**src/rtl/stall_pkg.sv**
```systemverilog
package stall_pkg;

    localparam int unsigned NUM_SRC = 2;

    typedef enum logic {
        FWD_NONE = 1'b0,
        FWD_FULL = 1'b1
    } fwd_mode_e;

endpackage

```
**src/rtl/src_match.sv**
```systemverilog
module src_match #(
    parameter int unsigned REG_BITS = 5
) (
    input  logic [REG_BITS-1:0] src_i,
    input  logic                used_i,
    input  logic [REG_BITS-1:0] ex_dst_i,
    input  logic                ex_block_i,
    input  logic [REG_BITS-1:0] me_dst_i,
    input  logic                me_block_i,
    output logic                conflict_o
);

    logic live;
    logic hit_ex;
    logic hit_me;

    always_comb begin
        // register zero is never a real dependence
        live       = used_i && (src_i != '0);
        hit_ex     = (src_i == ex_dst_i) && ex_block_i;
        hit_me     = (src_i == me_dst_i) && me_block_i;
        conflict_o = live && (hit_ex || hit_me);
    end

endmodule

```
**src/rtl/stage_track.sv**
```systemverilog
module stage_track #(
    parameter int unsigned REG_BITS = 5
) (
    input  logic                clk,
    input  logic                rst_n,
    input  logic                hold_i,
    input  logic                id_valid_i,
    input  logic [REG_BITS-1:0] id_dst_i,
    input  logic                id_load_i,
    output logic [REG_BITS-1:0] ex_dst_o,
    output logic                ex_load_o,
    output logic [REG_BITS-1:0] me_dst_o
);

    typedef struct packed {
        logic [REG_BITS-1:0] ex_dst;
        logic                ex_load;
        logic [REG_BITS-1:0] me_dst;
    } track_t;

    track_t st_d;
    track_t st_q;

    always_comb begin
        st_d        = st_q;
        st_d.me_dst = st_q.ex_dst;
        if (hold_i || !id_valid_i) begin
            st_d.ex_dst  = '0;
            st_d.ex_load = 1'b0;
        end else begin
            st_d.ex_dst  = id_dst_i;
            st_d.ex_load = id_load_i;
        end
    end

    always_ff @(posedge clk or negedge rst_n) begin
        if (!rst_n) begin
            st_q <= '0;
        end else begin
            st_q <= st_d;
        end
    end

    assign ex_dst_o  = st_q.ex_dst;
    assign ex_load_o = st_q.ex_load;
    assign me_dst_o  = st_q.me_dst;

    AST_BUBBLE_ON_HOLD: assert property (@(posedge clk) disable iff (!rst_n)
        hold_i |=> (ex_dst_o == '0 && !ex_load_o));

    AST_EX_TO_ME: assert property (@(posedge clk) disable iff (!rst_n)
        1'b1 |=> (me_dst_o == $past(ex_dst_o)));

    AST_ID_ADVANCE: assert property (@(posedge clk) disable iff (!rst_n)
        (!hold_i && id_valid_i) |=> (ex_dst_o == $past(id_dst_i) && ex_load_o == $past(id_load_i)));

endmodule

```
**src/rtl/stall_interlock.sv**
```systemverilog
module stall_interlock #(
    parameter int unsigned           REG_BITS = 5,
    parameter stall_pkg::fwd_mode_e  FWD_MODE = stall_pkg::FWD_FULL
) (
    input  logic                clk,
    input  logic                rst_n,
    input  logic                id_valid_i,
    input  logic [REG_BITS-1:0] id_rs_i,
    input  logic                id_rs_used_i,
    input  logic [REG_BITS-1:0] id_rt_i,
    input  logic                id_rt_used_i,
    input  logic [REG_BITS-1:0] id_dst_i,
    input  logic                id_load_i,
    output logic                hold_o,
    output logic                fetch_en_o,
    output logic [REG_BITS-1:0] ex_dst_o,
    output logic                ex_load_o,
    output logic [REG_BITS-1:0] me_dst_o
);

    import stall_pkg::*;

    logic [REG_BITS-1:0] src_num  [NUM_SRC];
    logic                src_used [NUM_SRC];
    logic [NUM_SRC-1:0]  conflict;
    logic                ex_block;
    logic                me_block;
    logic                hold;

    assign src_num[0]  = id_rs_i;
    assign src_used[0] = id_rs_used_i;
    assign src_num[1]  = id_rt_i;
    assign src_used[1] = id_rt_used_i;

    generate
        if (FWD_MODE == FWD_FULL) begin : g_fwd
            // forwarding covers everything except a load still in execute
            assign ex_block = ex_load_o;
            assign me_block = 1'b0;

            AST_LOAD_ONLY: assert property (@(posedge clk) disable iff (!rst_n)
                hold_o |-> ex_load_o);

            AST_ONE_BUBBLE: assert property (@(posedge clk) disable iff (!rst_n)
                hold_o |=> !hold_o);
        end else begin : g_nofwd
            // wait until the producer reaches write-back
            assign ex_block = 1'b1;
            assign me_block = 1'b1;

            AST_NB_CAUSE: assert property (@(posedge clk) disable iff (!rst_n)
                hold_o |-> (ex_dst_o != '0 || me_dst_o != '0));
        end
    endgenerate

    generate
        for (genvar s = 0; s < NUM_SRC; s++) begin : g_src
            src_match #(
                .REG_BITS (REG_BITS)
            ) i_src_match (
                .src_i      (src_num[s]),
                .used_i     (src_used[s]),
                .ex_dst_i   (ex_dst_o),
                .ex_block_i (ex_block),
                .me_dst_i   (me_dst_o),
                .me_block_i (me_block),
                .conflict_o (conflict[s])
            );
        end
    endgenerate

    assign hold       = id_valid_i && (|conflict);
    assign hold_o     = hold;
    assign fetch_en_o = !hold;

    stage_track #(
        .REG_BITS (REG_BITS)
    ) i_stage_track (
        .clk        (clk),
        .rst_n      (rst_n),
        .hold_i     (hold),
        .id_valid_i (id_valid_i),
        .id_dst_i   (id_dst_i),
        .id_load_i  (id_load_i),
        .ex_dst_o   (ex_dst_o),
        .ex_load_o  (ex_load_o),
        .me_dst_o   (me_dst_o)
    );

    AST_ZERO_SRCS: assert property (@(posedge clk) disable iff (!rst_n)
        (id_rs_i == '0 && id_rt_i == '0) |-> !hold_o);

    AST_UNUSED_SRCS: assert property (@(posedge clk) disable iff (!rst_n)
        (!id_rs_used_i && !id_rt_used_i) |-> !hold_o);

    AST_IDLE_NO_HOLD: assert property (@(posedge clk) disable iff (!rst_n)
        !id_valid_i |-> !hold_o);

endmodule

```
**config.mk**
```make
export PLATFORM = sky130hd
export DESIGN_NAME = stall_interlock
export DESIGN_NICKNAME = d
export VERILOG_FILES = /design/src/rtl/stall_pkg.sv /design/src/rtl/src_match.sv /design/src/rtl/stage_track.sv /design/src/rtl/stall_interlock.sv
export SDC_FILE = /design/constraint.sdc
export NUM_CORES = 1
export LEC_CHECK = 0
export BUFFER_PORTS_ARGS = -buffer_cell sky130_fd_sc_hd__buf_2
export CORE_AREA = 5 5 42 44
export DETAILED_ROUTE_END_ITERATION = 6
export DIE_AREA = 0 0 47 49
export PLACE_DENSITY = 0.82
export SYNTH_ARGS = -nofsm -noshare
export SYNTH_HDL_FRONTEND = slang
export SYNTH_SLANG_ARGS = --single-unit
```
**constraint.sdc**
```tcl
create_clock -name clk -period 3.1 [get_ports clk]
set_input_delay 0.62 -clock clk [delete_from_list [all_inputs] [get_ports clk]]
set_output_delay 0.62 -clock clk [all_outputs]
set_load 0.05 [all_outputs]
```
# After elaboration in Yosys (flattened, before gate mapping)

Index checks and enable logic that the tools add are counted.
Widths: inputs -> output; s select.

Output and inout bits: 13
Register bits: 11

Eq/ne operators: 2
Reduce and logical (&&, ||, !) cells: 13
Muxes and demuxes: 1

Operators by type and width:

| kind              | number |
|---|---|
| $eq 5x5->1        | 2 |
| $reduce_bool 5->1 | 2 |
| $logic_and 1x1->1 | 7 |
| $mux 6            | 1 |
| $logic_not 1->1   | 2 |
| $reduce_or 2->1   | 1 |
| $logic_or 1x1->1  | 1 |

# Logic depth before layout (Yosys ltp)

Gate-level depths: netlist of the first run.

Word-level depth: 7
Mapped depth: 4
Mapped depth without buffers: 4

# Hierarchy

A second synthesis of the first run with hierarchy kept.

Cell total of the unflattened synthesis: 59
Area, all modules: 649.4 sq um

By module, submodules not included:

| module          | instances | cells each | area each (sq um) |
|---|---|---|---|
| stage_track     | 1         | 22         | 365.4 |
| src_match       | 2         | 17         | 133.9 |
| stall_interlock | 1         | 3          | 16.3 |

# Worst setup path after synthesis of the first run

Ideal clock, no wire load.

Path type: input port to output port
Start point: input id_rt_i[1]
End point: output fetch_en_o
Stages: 4
Arrival time: 2.523 ns
Required time: 2.480 ns
Path slack: -0.043 ns
Cells stage by stage: or4_1 a21oi_1 nor4b_2 o21ai_0

Word-level cells in the longest chain between the ends: 6
Elaborated cells on any way between the ends: 8
Those cells by class: eq/ne: 1; reduce/logical: 7

RTL lines:

| what                                                   | RTL line                         | source |
|---|---|---|
| start: declaration                                     | stall_interlock.sv:10            | `input logic [REG_BITS-1:0] id_rt_i,` |
| $eq 5x5->1 / $reduce_bool 5->1 (equally long branches) | src_match.sv:20, src_match.sv:19 |  |
| $logic_and 1x1->1 (on tied branches)                   | src_match.sv:20, src_match.sv:19 |  |
| $logic_and 1x1->1 *                                    | src_match.sv:22                  | `conflict_o = live && (hit_ex \|\| hit_me);` |
| $reduce_or 2->1 *                                      | stall_interlock.sv:72            | `assign hold = id_valid_i && (\|conflict);` |
| $logic_and 1x1->1 *                                    | stall_interlock.sv:72            |  |
| $logic_not 1->1 *                                      | stall_interlock.sv:74            | `assign fetch_en_o = !hold;` |
| end: declaration                                       | stall_interlock.sv:15            | `output logic fetch_en_o,` |

Every way passes the cells marked *; elsewhere a longest branch is shown, timed or not.

# Final worst setup path of the first run

Start point: input id_rt_i[1]
End point: output hold_o

Word-level cells in the longest chain between the ends: 5
Elaborated cells on any way between the ends: 7
Those cells by class: eq/ne: 1; reduce/logical: 6

RTL lines:

| what                                                   | RTL line                         | source |
|---|---|---|
| $eq 5x5->1 / $reduce_bool 5->1 (equally long branches) | src_match.sv:20, src_match.sv:19 |  |
| $logic_and 1x1->1 (on tied branches)                   | src_match.sv:20, src_match.sv:19 |  |
| $logic_and 1x1->1 *                                    | src_match.sv:22                  |  |
| $reduce_or 2->1 *                                      | stall_interlock.sv:72            |  |
| $logic_and 1x1->1 *                                    | stall_interlock.sv:72            |  |
| end: declaration                                       | stall_interlock.sv:14            | `output logic hold_o,` |

Marks and branches as above.

==> impl_metrics.yaml, run 1 <==
timing:
  rsz0062_at_grt: "no"
  fin_tns_setup_ns: 0
  worst_slew_pin_slew_ns: 0.623
  hold_viol_final: 0
  slew_violations: 0
  setup_viol: 0
  holdWs_ns: 0.218
  finalCritPeriodShare_pct: 84.2
  period_needed_ns: 2.61
  max_slew_margin_pct: 58.3
  worst_slack_ns: 0.490
  fmax_mhz: 383
  fin_skew_ns: 0.00344
place:
  portBuffers: 33
  place_ws_ns: 0.490
  place_congestion: 0.727
  place_area_sq_um: 679
die:
  start_util_pct: 38.2
  die_w_um: 47
  row_count: 14
  die_y_um: 49
  ioPinCount: 34
  fp.dieArea_sq_um: 2300
  coreArea_sq_um: 1400
final_layout:
  area_growth_pct: 31.8
  nFillCells: 141
  multiInputGateArea_sq_um: 211
  layout-drive-gt1-share_pct: 46.3
  final_cell_mix: "33 x buf_2, 11 x dfrtp_1, 7 x xnor2_1, 7 x nand2_1, 6 x nor3_1"
  fin_area_sq_um: 706
  finalNetCount: 104
  diodes: 0
  regArea_sq_um: 275
  layout_commonest_cell: "buf_2"
synthesis:
  yosys-top-cells-area: "dfrtp_1 51%, xnor2_1 11%, buf_4 7.0%, nor3_1 5.6%, nand2_1 4.9%"
  synth_nets: 72
  yosysWarnings: 0
  yosysUniqueCellTypes: 17
  seq_area_frac_synth_pct: 51.4
  yosys.area.top_type: "dfrtp_1"
  synth-seq-cells: 11
  postSynthCellCount: 51
  mappedNetlistArea_sq_um: 536
  synth_top_cell_area_share_pct: 51.4
  syn_avg_cell_area_sq_um: 10.5
global_routing:
  grt_pass1_vias: 470
  overflow: 0
  grt_pass1_wl_um: 1950
  grt_max_degree: 12
  antenna_found_initial: 0
  grt_use_total_pct: 11.4
power_and_ir_drop:
  max-vdd-ir-drop_uv: 262
  power_leakage_nw: 0.363
  total_power_mw: 0.321
  power_density_nw_per_um2: 455
cts:
  cts_buffer_depth: 2
  clock_latency_ns: 0.25
  cts_inserted_buffers: 3
  postCtsHoldBufs: 0
  cts_resized: 0
  root_buffer: "clkbuf_4"
  path_clk_slew_ns: 0.06
  post_cts.repair.setup_buffers: 0
  htree_levels: 1
  cts.sinks: 11
  cts_tree: "yes"
critical_path:
  crit_required_ns: 2.48
  critical_path_class: "in -> out"
  start_kind: "input port"
  r2r_start: "i_stage_track.ex_dst_o[1]$_DFF_PN0_"
  cp-end-kind: "output pin"
  worstPathCellList: "buf_2 > xnor2_1 > nand3_1 > nor4b_2 > o21a_1 > buf_2"
  arrival_ns: 1.99
  reg2reg_slack_ns: 1.55
  max_stage_delay_ns: 0.55
  cp_max_fo: 8
  path_common_cell: "buf_2"
  crit_path_top_delay_cell: "nor4b_2"
  reg2reg_to: "i_stage_track.ex_dst_o[0]$_DFF_PN0_"
  rr_worst_depth: 4
drt:
  drt-total-wl_um: 1220
  drc: 0
  vias: 463
  drt-initial-drc-count: 9
  vias_per_cell: 4.72
  ant_nets: 0
  drt_first_pass_iters: 4
  wl_per_cell_um: 12.4
job:
  cap_violations: 0
worst_hold_path:
  hp-class: "in -> async"
status:
  status: "finished clean"
## area by class of cell
| type | instances | share of cell area, % |
|---|---|---|
| flip-flops and latches | 11 | 39.0 |
| well taps | 16 | 2.84 |
| clock buffers | 4 | 3.72 |
| repair buffers | 33 | 23.4 |
| inverters | 2 | 1.06 |
| multi-input cells | 32 | 30.0 |
## cell families (layout without fill, tap and decap cells)
| family | count (synthesis) | count (layout) | synth area share [%] |
|---|---|---|---|
| AOI/OAI and AO/OA | 7 | 7 | 9.81 |
| xor gates and xnor gates | 8 | 8 | 13.1 |
| buffers and inverters | 8 | 39 | 9.11 |
| DFF | 11 | 11 | 51.4 |
| and+or+nand+nor | 17 | 17 | 16.6 |
## through the flow
stage,utilization [%],std cells
3_5_place_dp,48.5,94
2_1_floorplan,-,51
5_1_grt,50.4,98
6_report,50.4,98
3_3_place_gp,48.5,94
4_1_cts,50.4,98
## state kept, by name (all words and copies together), names as in the netlist
register	cells
i_stage_track.ex_load_o	1
i_stage_track.me_dst_o	5
i_stage_track.ex_dst_o	5
## where the power goes
part           total, mW  internal (mW)  switching [mW]  leakage (nW)
Sequential         0.157          0.151         0.00558         0.142
Clock             0.0900         0.0496          0.0404        0.0150
Combinational     0.0743         0.0249          0.0494         0.206
## worst max path at each step
stage	startpoint	to	slack [ns]
floorplan	id_rt_i[1]	fetch_en_o	0.34
global placement	id_rt_i[1]	fetch_en_o	0.52
detailed placement	id_rt_i[1]	hold_o	0.49
CTS	i_stage_track.ex_dst_o[1]$_DFF_PN0_	hold_o	0.47
global route	i_stage_track.ex_dst_o[1]$_DFF_PN0_	hold_o	0.29
finish	id_rt_i[1]	hold_o	0.49
## worst max-delay path: cells and delay by family
family / cells / cell delay [ns]
buffers and inverters: 2 / 0.37
AND/OR/NAND/NOR: 2 / 0.65
AO/OA/AOI/OAI: 1 / 0.22
XOR/XNOR: 1 / 0.13
## routing by layer
layer  up-vias  global-route usage (%)  routed length, um
met5         -                       0                  0
met4         0                    4.15                 10
met3         2                    4.43                162
met2        27                    17.2                577
met1       198                    14.5                467
li1        236                       -                  -
## synth_stat cells, drive strengths merged
library cell	n
xnor2	7
a21oi	2
buf	6
nor3	6
xor2	1
a211oi	1
o2111ai	1
or4	1
nand3	2
dfrtp	11
o21a	1
o21ai	1
inv	2
nor4b	1
o41ai	1
nand2	7
(Power assumes the default switching activity.)
==> run 2: changes to the inputs <==
--- a/config.mk
+++ b/config.mk
@@ -5,10 +5,11 @@
 export SDC_FILE = /design/constraint.sdc
 export NUM_CORES = 1
 export LEC_CHECK = 0
+export ABC_AREA = 1
 export BUFFER_PORTS_ARGS = -buffer_cell sky130_fd_sc_hd__buf_2
-export CORE_AREA = 5 5 42 44
+export CORE_MARGIN = 5
+export CORE_UTILIZATION = 42
 export DETAILED_ROUTE_END_ITERATION = 6
-export DIE_AREA = 0 0 47 49
 export PLACE_DENSITY = 0.82
 export SYNTH_ARGS = -nofsm -noshare
 export SYNTH_HDL_FRONTEND = slang
==> constraint.sdc (replaced) <==
create_clock -name clk -period 2.6 [get_ports clk]
set_input_delay 0.52 -clock clk [delete_from_list [all_inputs] [get_ports clk]]
set_output_delay 0.52 -clock clk [all_outputs]
set_load 0.05 [all_outputs]
==> run 2 against run 1 <==
  * Synthesized cell count rose by 82%
  * Final cell count up 43%
  * Clock power increased by 21%
  * Critical path type is now reg -> out
  * Largest cell class unchanged
  * Largest power group unchanged
  * Highest routed layer unchanged
==> impl_metrics.yaml, run 2 <==
synthesis:
  synth-edff-count: 0
  yosysMostFrequentCell: "nand2_1"
  postSynthCellCount: 93
  seq_area_frac_synth_pct: 44.6
  syn_avg_cell_area_sq_um: 6.63
  mappedNetlistArea_sq_um: 617
  synthFlopType: "dfrtp_1"
  synth-seq-cells: 11
  ys_async_sr_fraction_pct: 100
  synth_top_cell_area_share_pct: 44.6
  yosys.area.top_type: "dfrtp_1"
  yosysUniqueCellTypes: 10
  yosys-top-cells-area: "dfrtp_1 45%, nand2_1 20%, inv_1 13%, nor2_1 9.7%, buf_4 6.1%"
  yosysWarnings: 0
  synthTopCellsByCount: "33 x nand2_1, 22 x inv_1, 16 x nor2_1"
  synth_nets: 114
timing:
  max_slew_margin_pct: 83.2
  fmax_mhz: 488
  slew_violations: 0
  finalCritPeriodShare_pct: 78.9
  worst_slew_pin_slew_ns: 0.253
  period_needed_ns: 2.05
  holdWs_ns: 0.109
  fin_skew_ns: 0.00112
  rsz0062_at_grt: "no"
  hold_viol_final: 0
  setup_viol: 0
  fin_tns_setup_ns: 0
place:
  place_congestion: 0.820
  dp_cells: 136
  portBuffers: 33
  place_area_sq_um: 763
  place_hpwl_um: 1160
cts:
  cts_resized: 0
  path_clk_slew_ns: 0.06
  cts_inserted_buffers: 3
  post_cts.repair.setup_buffers: 0
  postCtsHoldBufs: 0
  cts.sinks: 11
  clock_latency_ns: 0.26
  cts_tree: "yes"
  htree_levels: 1
  cts_buffer_depth: 2
  root_buffer: "clkbuf_4"
final_layout:
  layout-drive-gt1-share_pct: 31.2
  finalNetCount: 147
  nFillCells: 144
  diodes: 0
  multiInputGateArea_sq_um: 218
  area_growth_pct: 28.0
  final_cell_mix: "33 x nand2_1, 33 x buf_2, 22 x inv_1, 16 x nor2_1, 11 x dfrtp_1"
  post-route-util_pct: 58.5
  finalNonFillerCells: 140
  regArea_sq_um: 275
  fin_area_sq_um: 790
drt:
  drt_first_pass_iters: 4
  drc: 0
  ant_nets: 0
  vias: 619
  vias_per_cell: 4.42
  drt-initial-drc-count: 10
  drt-total-wl_um: 1320
  wl_per_cell_um: 9.45
critical_path:
  path_common_cell: "nand2_1"
  arrival_ns: 1.53
  crit_path_top_delay_cell: "dfrtp_1"
  r2r_start: "i_stage_track.ex_dst_o[1]$_DFF_PN0_"
  worstPathCellList: "inv_1 > nand2_1 > nand2_1 > nor2_1 > nand4_1 > nand2_1 > nand2_2 > inv_2 > buf_2"
  max_stage_delay_ns: 0.41
  cp-end-kind: "output pin"
  cp_max_fo: 5
  reg2reg_to: "i_stage_track.ex_load_o$_DFF_PN0_"
  crit_required_ns: 2.08
  rr_worst_depth: 7
  reg2reg_slack_ns: 1.44
  start_kind: "flip-flop"
  crit_buf_inv: 3
  critical_path_class: "reg -> out"
  critical-path-top-delay-family: "simple AND/OR/NAND/NOR gates"
global_routing:
  antenna_found_initial: 0
  grt_max_degree: 12
  overflow: 0
  grt_pass1_wl_um: 2150
  grt_pass1_vias: 552
  grt_use_total_pct: 11.3
worst_hold_path:
  hp-class: "in -> async"
status:
  status: "finished clean"
power_and_ir_drop:
  max-vdd-ir-drop_uv: 296
  power_leakage_nw: 0.545
  power_density_nw_per_um2: 496
die:
  row_count: 13
  coreArea_sq_um: 1350
  die_y_um: 48.3
  die_w_um: 48.3
  fp.dieArea_sq_um: 2340
  ioPinCount: 34
  start_util_pct: 45.7
job:
  cap_violations: 0
## run 2: worst max path at each step
stage | startpoint | end | slack (ns) | cells after the start
after floorplan | i_stage_track.ex_load_o$_DFF_PN0_ | hold_o | 0.59 | 6
after global placement | id_rt_i[1] | hold_o | 0.65 | 10
after detailed placement | id_rt_i[1] | hold_o | 0.63 | 10
after CTS | i_stage_track.ex_dst_o[0]$_DFF_PN0_ | hold_o | 0.52 | 9
after global routing | i_stage_track.ex_dst_o[1]$_DFF_PN0_ | hold_o | 0.36 | 9
final | i_stage_track.ex_dst_o[1]$_DFF_PN0_ | hold_o | 0.55 | 9
## run 2: logic make-up (layout without fill, tap and decap cells)
group	after synthesis	after routing	synth area share, %
buf+inv	28	60	20.1
flops	11	11	44.6
simple gates	53	53	34.5
compound gates	1	1	0.811
## run 2: routing by layer
layer	vias to the layer above	track usage (%)	wire length, um
li1	325	-	-
met1	270	11.2	532
met2	22	20.7	679
met3	2	3.36	95
met4	0	5.53	15
met5	-	0	0
## run 2: metrics by stage
step                power (mW)  setup slack (ns)
finish                   0.392             0.549
global route             0.414             0.357
CTS                      0.399             0.518
detailed placement       0.287             0.629
global placement         0.284             0.650
floorplan                0.256             0.589
## run 2: area by class of cell
| class | instances | share of cell area, % |
|---|---|---|
| inverters | 23 | 10.9 |
| flip-flops and latches | 11 | 34.9 |
| repair buffers | 33 | 20.9 |
| clock buffers | 4 | 3.33 |
| well taps | 15 | 2.38 |
| multi-input cells | 54 | 27.6 |
## run 2: power breakdown
part,leakage [nW],internal [mW],switching (mW)
sequential,0.142,0.180,0.00578
clock,0.0150,0.0592,0.0499
combinational,0.388,0.0295,0.0670
==> run 3: changes to the inputs <==
==> constraint.sdc (replaced) <==
create_clock -name clk -period 1.9 [get_ports clk]
set_input_delay 0.38 -clock clk [delete_from_list [all_inputs] [get_ports clk]]
set_output_delay 0.38 -clock clk [all_outputs]
set_load 0.05 [all_outputs]
==> run 3 against run 2 <==
  * Sequential cell count did not move
  * Power rose by 39%
  * Non-clock buffer count up 2
  * Critical path type unchanged
  * Clock skew is 0.0019 ns higher
  * Clock-buffer cell count is the same
  * Wire length up 2.6%
  * Global-route usage grew 0.064 points
  * Largest cell class unchanged
  * Sequential share of layout area decreased by 1.6 points
  * Final area grew 4.8%
  * Register-to-register slack got worse by 0.70 ns
  * Highest routed layer unchanged
  * Via count fell by 0.16%
==> impl_metrics.yaml, run 3 (synthesized netlist as in run 2, its figures left out) <==
status:
  status: "finished clean"
timing:
  max_slew_margin_pct: 83.1
  worst_slack_ns: 0.0831
  fmax_mhz: 550
  worst_slew_pin_slew_ns: 0.255
  rsz0062_at_grt: "yes"
  finalCritPeriodShare_pct: 95.6
  slew_violations: 0
  period_needed_ns: 1.82
  hold_viol_final: 0
  setup_viol: 0
  fin_skew_ns: 0.00300
global_routing:
  grt_max_degree: 12
  met3_usage_pct: 3.36
  overflow: 0
  top_usage_layer: "met2"
  grt_pass1_vias: 557
  grt_use_total_pct: 11.3
  grtUsageMet2_pct: 21.1
  antenna_found_initial: 0
  met1_usage_pct: 11.0
  grt_pass1_wl_um: 2150
critical_path:
  cp_max_fo: 5
  crit_path_top_delay_cell: "dfrtp_1"
  critical-path-top-delay-family: "simple AND/OR/NAND/NOR gates"
  cp-end-kind: "output pin"
  critical_path_class: "reg -> out"
  path_common_cell: "nand2_1"
  arrival_ns: 1.44
  max_stage_delay_ns: 0.42
  crit_buf_inv: 3
  worstPathCellList: "inv_2 > nand2_1 > nand2_1 > nor2_1 > nand4_1 > nand2_1 > nand2_2 > inv_2 > buf_8"
  crit_required_ns: 1.52
  start_kind: "flip-flop"
die:
  fp.dieArea_sq_um: 2340
  die_w_um: 48.3
  start_util_pct: 45.7
  row_count: 13
  ioPinCount: 34
  die_y_um: 48.3
  coreArea_sq_um: 1350
cts:
  root_buffer: "clkbuf_4"
  cts.sinks: 11
  cts_inserted_buffers: 3
  htree_levels: 1
  cts_buffer_depth: 2
  clock_latency_ns: 0.26
  path_clk_slew_ns: 0.06
  cts_tree: "yes"
drt:
  drt-total-wl_um: 1360
  vias: 618
  wl_per_cell_um: 9.56
  ant_nets: 0
  vias_per_cell: 4.35
  drc: 0
  drt_first_pass_iters: 4
  drt-initial-drc-count: 4
final_layout:
  nFillCells: 135
  final_cell_mix: "31 x nand2_1, 31 x buf_2, 18 x inv_1, 15 x nor2_1, 11 x dfrtp_1"
  regArea_sq_um: 275
  finalNetCount: 149
  area_growth_pct: 34.1
  layout-drive-gt1-share_pct: 37.0
  fin_area_sq_um: 827
  multiInputGateArea_sq_um: 225
  diodes: 0
place:
  place_ws_ns: 0.209
  place_hpwl_um: 1160
  portBuffers: 33
  place_area_sq_um: 763
  place_congestion: 0.820
worst_hold_path:
  hp-class: "in -> reg"
job:
  cap_violations: 0
power_and_ir_drop:
  power_leakage_nw: 0.556
  power_density_nw_per_um2: 658
  max-vdd-ir-drop_uv: 401
==> run 3: final cells by class <==
cell class                      instances  share of cell area [%]
Tap cell                               15                    2.27
Timing Repair Buffer                   35                    23.6
Clock buffer                            4                    3.18
Inverter                               23                    10.4
Sequential cell                        11                    33.3
Multi-Input combinational cell         54                    27.2
==> run 3: worst paths after layout <==
path | startpoint | endpoint | slack [ns] | depth (start not counted)
min in group asynchronous | rst_n | i_stage_track.me_dst_o[4]$_DFF_PN0_ | 0.51 | 2
max in group asynchronous | rst_n | i_stage_track.ex_load_o$_DFF_PN0_ | 1.20 | 2
hold / removal | id_dst_i[4] | i_stage_track.ex_dst_o[4]$_DFF_PN0_ | 0.32 | 3
hold reg to reg | i_stage_track.ex_dst_o[2]$_DFF_PN0_ | i_stage_track.me_dst_o[2]$_DFF_PN0_ | 0.44 | 0
setup / recovery | i_stage_track.ex_dst_o[1]$_DFF_PN0_ | hold_o | 0.08 | 9
setup reg to reg | i_stage_track.ex_dst_o[1]$_DFF_PN0_ | i_stage_track.ex_load_o$_DFF_PN0_ | 0.74 | 7
==> run 3: where the power goes <==
| group | switching [mW] | internal [mW] |
|---|---|---|
| sequential | 0.00838 | 0.247 |
| clock | 0.0696 | 0.0811 |
| combinational | 0.0942 | 0.0445 |
| total | 0.172 | 0.372 |
==> run 3: what timing repair did <==
| action | in CTS | in global routing |
|---|---|---|
| setup buffers | 0 | 1 |
| hold buffers | 1 | 0 |
| hold endpoints to repair | 11 | 0 |
| gates cloned | 0 | 0 |
| endpoints found under the setup margin | 1 | 2 |
| resized for setup | 1 | 11 |
| pin swaps | 0 | 6 |
==> run 3: stage by stage <==
stage / utilization (%) / setup TNS [ns] / total power [mW] / hold WS [ns] / cells
after floorplan: - / 0 / 0.351 / 0.0844 / 93
after global placement: 56.5 / 0 / 0.389 / 0.246 / 136
after detailed placement: 56.5 / 0 / 0.393 / 0.255 / 136
after CTS: 59.4 / 0 / 0.548 / 0.312 / 141
after global routing: 61.3 / -0.130 / 0.574 / 0.324 / 142
final: 61.3 / 0 / 0.544 / 0.319 / 142
==> run 3: worst reg2reg max path, cell delays in order, from the launching register on <==
cell,delay (ns)
dfrtp_1,0.42
inv_2,0.06
nand2_1,0.05
nand2_1,0.04
nor2_1,0.09
nand4_1,0.15
nand3_2,0.17
nor2_1,0.06
==> run 3: layer usage <==
layer  share of wire, %  vias up  wire length (um)
met2                 51       20               694
met3                6.8        2                93
li1                   -      326                 -
met5                  0        -                 0
met1                 41      270               555
met4                1.1        0                15
